--- config.mk ---
export PLATFORM = sky130hd
export DESIGN_NAME = scanline_irq_counter
export DESIGN_NICKNAME = d
export VERILOG_FILES = /design/src/rtl/scanline_irq_pkg.sv /design/src/rtl/sirq_decode.sv /design/src/rtl/sirq_edge.sv /design/src/rtl/sirq_counter.sv /design/src/rtl/sirq_delay.sv /design/src/rtl/scanline_irq_counter.sv
export SDC_FILE = /design/constraint.sdc
export NUM_CORES = 1
export LEC_CHECK = 0
export BUFFER_PORTS_ARGS = -buffer_cell sky130_fd_sc_hd__buf_2
export CAP_MARGIN = 5
export CORE_MARGIN = 10
export CORE_UTILIZATION = 55
export CTS_BUF_LIST = sky130_fd_sc_hd__clkbuf_8
export CTS_CLUSTER_DIAMETER = 80
export DETAILED_ROUTE_END_ITERATION = 10
export GPL_TIMING_DRIVEN = 1
export PLACE_DENSITY = 0.79
export SKIP_LAST_GASP = 1
export SLEW_MARGIN = 40
export SYNTH_ARGS = -nofsm -noshare
export SYNTH_HDL_FRONTEND = slang
export SYNTH_HIERARCHICAL = 1
export SYNTH_SLANG_ARGS = --single-unit
--- constraint.sdc ---
create_clock -name clk -period 2.4 [get_ports clk]
set_input_delay 0.48 -clock clk [delete_from_list [all_inputs] [get_ports clk]]
set_output_delay 0.48 -clock clk [all_outputs]
set_load 0.02 [all_outputs]
--- src/rtl/scanline_irq_pkg.sv ---
package scanline_irq_pkg;
  // One-hot strobes decoded from a single CPU write
  typedef struct packed {
    logic set_reload_val;
    logic req_reload;
    logic irq_off;
    logic irq_on;
  } sirq_strobe_t;
endpackage

--- src/rtl/sirq_decode.sv ---
module sirq_decode
  import scanline_irq_pkg::*;
#(
  parameter int ADDR_W = 16
) (
  input  logic              wr,
  input  logic [ADDR_W-1:0] addr,
  output sirq_strobe_t      strb
);
  logic hit, upper_pair, odd;

  always_comb begin
    hit        = wr && (addr[ADDR_W-1 -: 2] == 2'b11);
    upper_pair = addr[ADDR_W-3];
    odd        = addr[0];
    strb.set_reload_val = hit && !upper_pair && !odd;
    strb.req_reload     = hit && !upper_pair &&  odd;
    strb.irq_off        = hit &&  upper_pair && !odd;
    strb.irq_on         = hit &&  upper_pair &&  odd;
  end
endmodule

--- src/rtl/sirq_edge.sv ---
module sirq_edge (
  input  logic clk,
  input  logic rst,
  input  logic a12_in,
  output logic rise
);
  logic a12_prev;

  always_ff @(posedge clk) begin
    if (rst) a12_prev <= 1'b0;
    else     a12_prev <= a12_in;
  end

  assign rise = a12_in && !a12_prev;
endmodule

--- src/rtl/sirq_counter.sv ---
module sirq_counter
  import scanline_irq_pkg::*;
#(
  parameter int CNT_W = 8
) (
  input  logic             clk,
  input  logic             rst,
  input  sirq_strobe_t     strb,
  input  logic [CNT_W-1:0] wdata,
  input  logic             tick,
  output logic             pend
);
  logic [CNT_W-1:0] reload_val, cnt, cnt_next;
  logic             reload_req, en;

  always_comb begin
    if (reload_req || cnt == '0) cnt_next = reload_val;
    else                         cnt_next = cnt - 1'b1;
  end

  always_ff @(posedge clk) begin
    if (rst) begin
      reload_val <= '0;
      cnt        <= '0;
      reload_req <= 1'b0;
      en         <= 1'b0;
      pend       <= 1'b0;
    end else begin
      if (strb.set_reload_val) reload_val <= wdata;
      if (tick) cnt <= cnt_next;
      if (strb.req_reload) reload_req <= 1'b1;
      else if (tick)       reload_req <= 1'b0;
      if (strb.irq_off)     en <= 1'b0;
      else if (strb.irq_on) en <= 1'b1;
      pend <= tick && (cnt_next == '0) && en && !strb.irq_off;
    end
  end


  reload_flag_chk: assert property (@(posedge clk) disable iff (rst)
    strb.req_reload |=> reload_req);

  count_hold_chk: assert property (@(posedge clk) disable iff (rst)
    !tick |=> $stable(cnt));

  count_step_chk: assert property (@(posedge clk) disable iff (rst)
    (tick && !reload_req && cnt != '0) |=> (cnt == $past(cnt) - 1'b1));

  pend_enabled_chk: assert property (@(posedge clk) disable iff (rst)
    pend |-> $past(en));

  disable_clears_chk: assert property (@(posedge clk) disable iff (rst)
    strb.irq_off |=> !en);
endmodule

--- src/rtl/sirq_delay.sv ---
module sirq_delay #(
  parameter int DELAY_STEPS = 5
) (
  input  logic clk,
  input  logic rst,
  input  logic pend,
  output logic irq_q
);
  localparam int DLY_W = $clog2(DELAY_STEPS + 1);
  localparam logic [DLY_W-1:0] START = DLY_W'(DELAY_STEPS - 1);

  logic [DLY_W-1:0] dly;

  always_ff @(posedge clk) begin
    if (rst) begin
      dly   <= '0;
      irq_q <= 1'b0;
    end else begin
      if (pend && dly == '0) dly <= START;
      else if (dly != '0)    dly <= dly - 1'b1;
      irq_q <= (dly == DLY_W'(1));
    end
  end


  no_restart_chk: assert property (@(posedge clk) disable iff (rst)
    (pend && dly != '0) |=> (dly == $past(dly) - 1'b1));

  single_pulse_chk: assert property (@(posedge clk) disable iff (rst)
    irq_q |=> !irq_q);
endmodule

--- src/rtl/scanline_irq_counter.sv ---
module scanline_irq_counter
  import scanline_irq_pkg::*;
#(
  parameter int ADDR_W      = 16,
  parameter int DATA_W      = 8,
  parameter int DELAY_STEPS = 5
) (
  input  logic              clk,
  input  logic              rst,
  input  logic              cpu_wr,
  input  logic [ADDR_W-1:0] cpu_addr,
  input  logic [DATA_W-1:0] cpu_wdata,
  input  logic              a12_sync,
  output logic              irq_pulse
);
  sirq_strobe_t strb;
  logic         tick, pend;

  sirq_decode #(.ADDR_W(ADDR_W)) u_dec (
    .wr(cpu_wr), .addr(cpu_addr), .strb(strb)
  );

  sirq_edge u_edge (
    .clk(clk), .rst(rst), .a12_in(a12_sync), .rise(tick)
  );

  sirq_counter #(.CNT_W(DATA_W)) u_cnt (
    .clk(clk), .rst(rst), .strb(strb), .wdata(cpu_wdata),
    .tick(tick), .pend(pend)
  );

  sirq_delay #(.DELAY_STEPS(DELAY_STEPS)) u_dly (
    .clk(clk), .rst(rst), .pend(pend), .irq_q(irq_pulse)
  );
endmodule

# Word level (Yosys, flattened, before mapping)
# Cells that the tools add are included.
# word_totals
ff_bits	24
latchBits	0
ramBits	0
romBits	0
input_bits	28
out_inout_bits	1
elab_cells	43
memories	0
# classes
add_sub_neg	2
n_mul	0
div_mod_pow	0
order_cmp	0
eq_ne	2
n_shift	0
muxes	5
bitwise	0
n_reduce_logical	25
# op_table
op	count
logical NOT 8 bit	2
logical AND 1 bit	12
two-way mux 8 bit	1
subtractor 8 x 1 -> 8 bit (second input constant)	1
two-way mux 3 bit	2
logical NOT 1 bit	4
nonzero test 2 bit	2
OR reduction 2 bit	2
== test 3 x 1 -> 1 bit (second input constant)	1
logical NOT 3 bit	1
nonzero test 3 bit	1
subtractor 3 x 1 -> 3 bit (second input constant)	1
== test 2 bit (second input constant)	1
two-way mux 1 bit	2
logical OR 1 bit	1

# Longest topological paths before layout
# Gate-level depths: netlist (run 1).
# depth
word_depth	7
depth_mapped	9
depth_no_buf	7

# By module
# The synthesis (run 1) kept the hierarchy.
# by_module_without_submodules
module	n_inst	cells_each	area_per_inst_um2	seq_area_each_um2
sirq_counter	1	122	1054.8	380.4
sirq_delay	1	20	210.2	80.1
sirq_decode	1	8	48.8	0.0
sirq_edge	1	3	47.5	20.0

# Least setup slack after synthesis (run 1)
# No wires, ideal clock.
# synth_timing
path_kind	register to register
from	register u_cnt.cnt[0]
to	register u_cnt.cnt[3]
setup_time_ns	0.128
arrival_time_ns	1.730
required_time_ns	2.272
setup_slack_ns	0.543
path_stages_with_launch	9
path_buffers	1
synth_period_minus_slack_ns	1.857
path_cell_list	dfxtp_1 > clkbuf_1 > inv_1 > ha_1 > nor3b_2 > a21oi_2 > mux2_2 > a22oi_1 > nor2_1
# synth_via
elab_chain_len	3
word_cells_on_any_way	4
cone_classes	add/sub: 1; mux: 1; reduce/logical: 2
# synth_lines
element	line_no	text
start, declared	sirq_counter.sv:13	logic [CNT_W-1:0] reload_val, cnt, cnt_next;
start signal, assigned	sirq_counter.sv:30	if (tick) cnt <= cnt_next;
branches (longest 2 deep; another with subtractor 8 x 1 -> 8 bit)	n/a	
two-way mux 8 bit (*)	sirq_counter.sv:17	if (reload_req || cnt == '0) cnt_next = reload_val;
# Mark *: on every way between the ends.
# A chain may end at the register's enable or synchronous reset.

# Final worst setup path (run 1)
# layout_timing
from	register u_cnt.cnt[0]
to	register u_cnt.pend
# layout_via
elab_chain_len	7
word_cells_on_any_way	8
cone_classes	add/sub: 1; mux: 1; reduce/logical: 6
# layout_lines
element	line_no	text
branches (longest 2 deep; another with subtractor 8 x 1 -> 8 bit)	n/a	
two-way mux 8 bit (*)	sirq_counter.sv:17	
logical NOT 8 bit (*)	sirq_counter.sv:35	pend <= tick && (cnt_next == '0) && en && !strb.irq_off;
logical AND 1 bit (*) (3 in series)	sirq_counter.sv:35	
end signal, assigned	sirq_counter.sv:35	
end, declared	sirq_counter.sv:11	output logic pend
# Marks and branches as above.

==> results of run 1 <==
-- state kept, by name, indices dropped and copies added, names as in the netlist --
name,cells
u_edge/a12_prev,1
u_cnt/reload_req,1
u_cnt/pend,1
u_dly/irq_q,1
u_cnt/reload_val,8
u_dly/dly,3
u_cnt/en,1
u_cnt/cnt,8
-- synth_stat cells (2+ instances only) --
library cell / count
a211oi_1: 3
a21oi_1: 7
a22oi_1: 2
and2_1: 2
buf_6: 2
clkbuf_1: 5
dfxtp_1: 24
ha_1: 5
inv_1: 5
mux2_2: 2
mux2i_1: 9
nand2_1: 10
nand2b_1: 2
nor2_1: 18
nor2b_1: 4
nor2b_4: 2
nor3_1: 7
nor3_2: 2
nor3b_1: 3
nor4_1: 3
o21ai_0: 8
o31ai_1: 2
-- report_power, final --
part	leakage [uW]	switching, uW	internal, uW
Sequential	0.000196	155	498
Clock	0.0000288	133	147
Combinational	0.000376	768	712
Total	0.000600	1060	1360
-- critical path, stage by stage (launching register included) --
cell	delay, ns
dfxtp_1	0.47
inv_1	0.13
ha_1	0.22
nor3b_2	0.18
a21oi_2	0.35
buf_4	0.22
and4b_2	0.23
o22ai_1	0.07
nor4_2	0.16
-- metrics by stage --
stage	instances	hold WS, ns	total power (uW)	area [um^2]	setup slack, ns
2_1_floorplan	153	0.438	1880	1360	0.543
3_3_place_gp	193	0.447	2050	1460	0.375
3_5_place_dp	193	0.452	2110	1460	0.327
4_1_cts	197	0.438	2400	1520	0.296
5_1_grt	197	0.441	2630	1520	0.133
6_report	197	0.437	2410	1520	0.274
-- final cells by class --
cell class	instances	share of cell area
timing repair buffer	20	0.0726
tap	28	0.0231
sequential	24	0.317
clock buffer	4	0.0363
inverter	5	0.0124
multi-input combinational	116	0.539
-- kinds of logic after synthesis --
logic type	share of synthesized area
AO/OA/AOI/OAI	0.147
XOR/XNOR	0.00643
flip-flops	0.353
AND/OR/NAND/NOR	0.307
multiplexers	0.0937
adder cells (fa/ha/maj)	0.0460
buffers and inverters	0.0469
-- worst min path at each step --
stage / to / slack (ns) / depth (start not counted)
floorplan: u_cnt/pend / 0.44 / 2
global placement: u_cnt/en / 0.45 / 1
detailed placement: u_cnt/en / 0.45 / 1
CTS: u_edge/a12_prev / 0.44 / 2
global route: u_cnt/reload_val[0] / 0.44 / 3
finish: u_edge/a12_prev / 0.44 / 2
-- routing by layer --
metal  vias to the layer above  GRT usage
li1                        575          -
met1                       549      0.143
met2                        28      0.196
met3                         9     0.0300
met4                         0     0.0717
met5                         -          0
==> impl_metrics.toml, run 1 <==
[drt]
met1_length_um = 1350
met3_length_um = 109
routed_wire_length_per_instance_um = 15.1
detail_route.wirelength_um = 2970
antenna_left = 0
met2RoutedLength_um = 1420
first_iter_violations = 33
dr.max_layer_used = "met4"
detailroute.via_count = 1161
drcViolationCount = 0
detail_route.first_pass.iterations = 4
avgViaCountPerCell = 5.89

[setup_path]
setup.worst_path.end = "u_cnt/pend"
criticalPathCategory = "reg2reg"
r2r_cells = 8
cp_data_required_time_ns = 2.58
r2r-end = "u_cnt/pend"
kind_of_end_point_of_the_critical_path = "flop"
timing.critical_path.from_type = "flop"
setup.reg_to_reg.worst_slack_ns = 0.27
reg2reg_from = "u_cnt/cnt[0]"
setup.worst_path.start = "u_cnt/cnt[0]"
cp_data_arrival_time_ns = 2.31
critical_path_peak_fanout = 8

[timing]
rsz0062_at_grt = "false"
tightestPinTransition_ns = 0.462
finalCriticalPeriod_ns = 2.13
timing.final.setup_violations = 0
final.period_utilization = 0.886
timing.slew.headroom = 0.692
fmax_mhz = 470
report.final.slew_viol_count = 0
hold_violations = 0
tns_ns = 0
clock_skew_ns = 0.00430

[synth]
synth_top_area_cell = "dfxtp_1"
syn-num-nets = 186
synthesis.area_um2 = 1360
proportion_of_netlist_area_held_by_the_largest_area_contributor = 0.353
leading_post_synthesis_cells_by_cell_area = "dfxtp_1, mux2i_1, nor2_1, ha_1, o21ai_0"
synth_seq_area_share = 0.353
synthCells = 153
synth-edff-count = 0
syn-mean-instance-area_um2 = 8.90
async_reset_ff_frac = 0
synth_flop_cell = "dfxtp_1"
synth_warnings = 6
synth_cell_type_count = 48
ys_seq_elements = 24

[grt]
antenna_found_initial = 0
pin_count_of_the_biggest_net_entering_global_routing = 25
wire_length_of_the_first_global_routing_pass_um = 5020
grt_usage = 0.122
grt_remaining_overflow = 0
first_global_vias = 1111

[worst_hold_path]
hold_path.startpoint = "a12_sync"
hp-class = "in2reg"

[final_layout]
final_core_utilization = 0.666
commonest_non_fill_non_tap_cell_in_the_layout = "dfxtp_1"
ff_latch_area_um2 = 480
layout_common_cells = "dfxtp_1, nor2_1, buf_2, nand2_1, mux2i_1"
insertedDiodeCount = 0
number_of_filler_cells_placed_in_the_layout = 188
finalNetCount = 203
flow.area_growth_from_synthesis_pct = 11.4
multiInputGateArea_um2 = 817
drive_above_1_share = 0.249

[job]
maxCapViolations = 0

[floorplan]
fp.dieH_um = 69.8
start_util = 0.598
design.portCount = 29
core_region_area_um2 = 2280
placementRows = 17
floorplan.die.width_um = 69.8
dieArea_um2 = 4870

[clocking]
clkSinkCount = 24
worstSkewPairLatency_ns = 0.27
cts_max_path_buffers = 2
clock_tree_from_tritoncts = "yes"
cts_hold_repair.buffers = 0
root_buffer = "clkbuf_8"
h-tree-depth = 1
cts_buffers = 3
path_clk_slew_ns = 0.09
post_cts.resized_instances = 0
post-cts-setup-buffers = 0

[place]
hpwlAfterDp_um = 2180
port_buffers = 16
finalWeightedCongestion = 0.843

[power_and_ir_drop]
leakagePower_uw = 0.000600
worst_ir_drop_vdd_v = 0.000874
power_per_cell_area_nw_per_um2 = 1590

[status]
result_of_the_run = "finished, final reports clean"
Note: power is estimated with default switching activity, not from simulation.
==> run 2, diff against run 1 <==
- CORE_ASPECT_RATIO: unset -> 0.9
- clock period: 2.4 -> 2.55 ns (I/O delays scaled with it)
==> impl_metrics.toml, run 2 (same netlist as run 1, synthesis figures left out) <==
[final_layout]
multiInputGateArea_um2 = 817
drive_above_1_share = 0.244
ff_latch_area_um2 = 480
commonest_non_fill_non_tap_cell_in_the_layout = "dfxtp_1"
flow.area_growth_from_synthesis_pct = 12.0
largest_registers = "u_cnt/cnt x8, u_cnt/reload_val x8, u_dly/dly x3"
insertedDiodeCount = 0
finalNetCount = 202
layout_common_cells = "dfxtp_1, nor2_1, buf_2, nand2_1, mux2i_1"
number_of_filler_cells_placed_in_the_layout = 203

[timing]
rsz0062_at_grt = "false"
clock_skew_ns = 0.00273
final.period_utilization = 0.833
finalCriticalPeriod_ns = 2.12
hold_violations = 0
timing.slew.headroom = 0.692
report.final.slew_viol_count = 0
tns_ns = 0
finalHoldWorstSlack_ns = 0.473
tightestPinTransition_ns = 0.462
timing.final.setup_violations = 0
fmax_mhz = 471

[setup_path]
cp_data_required_time_ns = 2.70
cp_data_arrival_time_ns = 2.27
critPathSlowestCell = "dfxtp_1"
cp_slowest_stage_delay_ns = 0.47
timing.critical_path.max_delay_family = "compound AO/OA/AOI/OAI gates"
path_cells = "inv_1 -> ha_1 -> nor3b_2 -> a21oi_2 -> mux2_2 -> a22oi_1 -> nor2_1"
critical_path_peak_fanout = 8
criticalPathCategory = "reg2reg"
kind_of_end_point_of_the_critical_path = "flop"
timing.critical_path.from_type = "flop"
worst-path-buf-inv = 1

[grt]
first_global_vias = 1130
wire_length_of_the_first_global_routing_pass_um = 4840
grt_usage = 0.119
antenna_found_initial = 0
grt_remaining_overflow = 0
pin_count_of_the_biggest_net_entering_global_routing = 25

[clocking]
path_clk_slew_ns = 0.08
cts_buffers = 3
h-tree-depth = 1
clock_tree_from_tritoncts = "yes"
root_buffer = "clkbuf_8"
clkSinkCount = 24
post_cts.resized_instances = 0
post-cts-setup-buffers = 0
worstSkewPairLatency_ns = 0.27
cts_hold_repair.buffers = 0
cts_max_path_buffers = 2

[power_and_ir_drop]
leakagePower_uw = 0.000603
worst_ir_drop_vdd_v = 0.000787
power_per_cell_area_nw_per_um2 = 1530
p_total_uw = 2330

[drt]
detailroute.via_count = 1130
dr.max_layer_used = "met4"
met2RoutedLength_um = 1240
met1_length_um = 1320
detail_route.first_pass.iterations = 4
met3_length_um = 163
avgViaCountPerCell = 5.77
antenna_left = 0
drcViolationCount = 0
detail_route.wirelength_um = 2750
first_iter_violations = 51
routed_wire_length_per_instance_um = 14.1

[worst_hold_path]
hp-class = "in2reg"

[floorplan]
placementRows = 17
fp.dieH_um = 67.2
dieArea_um2 = 4870
start_util = 0.566
design.portCount = 29
core_region_area_um2 = 2400
floorplan.die.width_um = 72.4

[place]
port_buffers = 16
finalWeightedCongestion = 0.842
hpwlAfterDp_um = 2060

[job]
maxCapViolations = 0

[status]
result_of_the_run = "finished, final reports clean"
==> run 2: where the power goes <==
group	internal [uW]	switching [uW]
Clock	210	121
Combinational	668	719
Sequential	468	145
Total	1350	985
==> run 2: layer usage <==
| metal | global-route usage | up-vias |
|---|---|---|
| li1 | - | 573 |
| met1 | 0.146 | 506 |
| met2 | 0.201 | 47 |
| met3 | 0.0307 | 4 |
| met4 | 0.0355 | 0 |
| met5 | 0 | - |
==> run 2: metrics by stage <==
step                setup slack [ns]   util  instance area (um^2)  instances
floorplan                      0.693      -                  1360        153
global placement               0.527  0.605                  1450        192
detailed placement             0.476  0.605                  1450        192
CTS                            0.453  0.635                  1530        196
global route                   0.260  0.635                  1530        196
finish                         0.426  0.635                  1530        196
==> run 2: worst reg2reg max path, cell delays in order (launching register included) <==
cell     delay, ns
dfxtp_1       0.47
inv_1         0.12
ha_1          0.22
nor3b_2       0.18
a21oi_2       0.35
mux2_2        0.39
a22oi_1       0.21
nor2_1        0.06
==> run 2: worst paths after layout <==
check / start / to / slack [ns] / cells past startpoint
setup / recovery: u_cnt/cnt[0] / u_cnt/cnt[3] / 0.43 / 7
hold / removal: a12_sync / u_edge/a12_prev / 0.47 / 2
setup reg to reg: u_cnt/cnt[0] / u_cnt/cnt[3] / 0.43 / 7
hold reg to reg: u_cnt/en / u_cnt/en / 0.47 / 1
==> run 2: cell type report <==
class | count | share of cell area
clock buffer | 3 | 0.0271
clock inverter | 1 | 0.0197
inverter | 5 | 0.0123
multi-input combinational | 116 | 0.536
sequential | 24 | 0.315
tap | 28 | 0.0230
timing repair buffer | 19 | 0.0673
==> run 3, diff against run 2 <==
- CORE_UTILIZATION: 55 -> 50
- PLACE_DENSITY: 0.79 -> 0.76
- clock period: 2.55 -> 1.71 ns (I/O delays scaled with it)
==> impl_metrics.toml, run 3 (same netlist as run 1, synthesis figures left out) <==
[timing]
rsz0062_at_grt = "true"
fmax_mhz = 566
tns_ns = -0.142
finalCriticalPeriod_ns = 1.77
tightestPinTransition_ns = 0.394
hold_violations = 0
clock_skew_ns = 0.00500
timing.final.setup_violations = 3
report.final.slew_viol_count = 0
layout_setup_ws_ns = -0.0560
final.period_utilization = 1.03
timing.slew.headroom = 0.735

[setup_path]
timing.critical_path.from_type = "flop"
cp_data_arrival_time_ns = 1.94
worst-path-buf-inv = 2
path_cells = "nor4_4 -> buf_4 -> a21oi_2 -> buf_4 -> nor3_2 -> a21oi_2 -> nor4_2"
cp_data_required_time_ns = 1.88
timing.critical_path.max_delay_family = "simple AND/OR/NAND/NOR gates"
criticalPathCategory = "reg2reg"
critical_path_peak_fanout = 6
kind_of_end_point_of_the_critical_path = "flop"
cp_slowest_stage_delay_ns = 0.38
critPathSlowestCell = "dfxtp_2"

[drt]
detail_route.first_pass.iterations = 4
detailroute.via_count = 1265
first_iter_violations = 132
detail_route.wirelength_um = 3560
antenna_left = 0
drcViolationCount = 0
routed_wire_length_per_instance_um = 16.8
avgViaCountPerCell = 5.97

[clocking]
root_buffer = "clkbuf_8"
h-tree-depth = 1
cts_hold_repair.buffers = 0
path_clk_slew_ns = 0.09
cts_max_path_buffers = 2
clock_tree_from_tritoncts = "yes"
cts_buffers = 3
clkSinkCount = 24
worstSkewPairLatency_ns = 0.27

[final_layout]
insertedDiodeCount = 0
layout_common_cells = "buf_4, dfxtp_1, nor2_1, buf_2, nand2_1"
flow.area_growth_from_synthesis_pct = 26.5
drive_above_1_share = 0.391
ff_latch_area_um2 = 487
finalNonFillerCells = 212
number_of_filler_cells_placed_in_the_layout = 192
multiInputGateArea_um2 = 887
largest_registers = "u_cnt/cnt x8, u_cnt/reload_val x8, u_dly/dly x3"
finalNetCount = 218

[floorplan]
design.portCount = 29
start_util = 0.538
placementRows = 17
dieArea_um2 = 5210
core_region_area_um2 = 2530
fp.dieH_um = 69.5
floorplan.die.width_um = 75

[worst_hold_path]
hp-class = "in2reg"

[status]
failed_checks = "setup timing"
result_of_the_run = "complete, but fails checks"

[job]
maxCapViolations = 0

[place]
placedCellCount = 203
hpwlAfterDp_um = 2450
port_buffers = 16
finalWeightedCongestion = 0.872

[grt]
first_global_vias = 1267
grt_remaining_overflow = 0
wire_length_of_the_first_global_routing_pass_um = 5950
grt_usage = 0.141
antenna_found_initial = 0
pin_count_of_the_biggest_net_entering_global_routing = 16

[power_and_ir_drop]
power_per_cell_area_nw_per_um2 = 2630
leakagePower_uw = 0.000694
worst_ir_drop_vdd_v = 0.00138
## run 3: worst paths after layout
check        cells after the start  slack (ns)             endpoint    startpoint
max                              7       -0.06           u_cnt/pend  u_cnt/cnt[3]
min reg2reg                      2        0.47           u_cnt/pend      u_cnt/en
max reg2reg                      7       -0.06           u_cnt/pend  u_cnt/cnt[3]
min                              3        0.30  u_cnt/reload_val[3]  cpu_wdata[3]
## run 3: report_power, final
| group | switching, uW | internal [uW] |
|---|---|---|
| Clock | 190 | 313 |
| Sequential | 170 | 712 |
| Combinational | 1540 | 1600 |
| Total | 1900 | 2630 |
## run 3: cell type report
type | instances | share of cell area
tap | 28 | 0.0203
clock buffer | 3 | 0.0240
inverter | 5 | 0.0109
sequential | 24 | 0.283
timing repair buffer | 35 | 0.129
clock inverter | 1 | 0.0174
multi-input combinational | 116 | 0.515
## run 3: repair_timing
item                                    4_1_cts  5_1_grt
resized for setup                            16        4
pin swaps                                    12        4
buffers inserted                              4        1
endpoints found under the setup margin        3        5
## run 3: per-stage QoR
stage          setup WS [ns]  hold WS (ns)  power [uW]   util  cell area, um^2
3_3_place_gp         0.00561         0.451        3140  0.607             1540
6_report             -0.0560         0.301        4530  0.680             1720
5_1_grt               -0.129         0.306        4810  0.680             1720
2_1_floorplan       -0.00683         0.406        2690      -             1380
4_1_cts             0.000513         0.298        4240  0.670             1700
3_5_place_dp         -0.0660         0.456        3230  0.607             1540
## run 3: metal layers
layer  share of wire  vias to the layer above  GRT usage
met5               0                        -          0
met1            0.41                      606      0.167
li1                -                      607          -
met4           0.014                        0     0.0542
met3           0.057                        6     0.0385
met2            0.52                       46      0.231
## run 3: worst reg2reg max path, stage by stage, from the launching register on
cell and delay, ns:
dfxtp_2 0.38, nor4_4 0.32, buf_4 0.17, a21oi_2 0.08
buf_4 0.17, nor3_2 0.19, a21oi_2 0.06, nor4_2 0.30
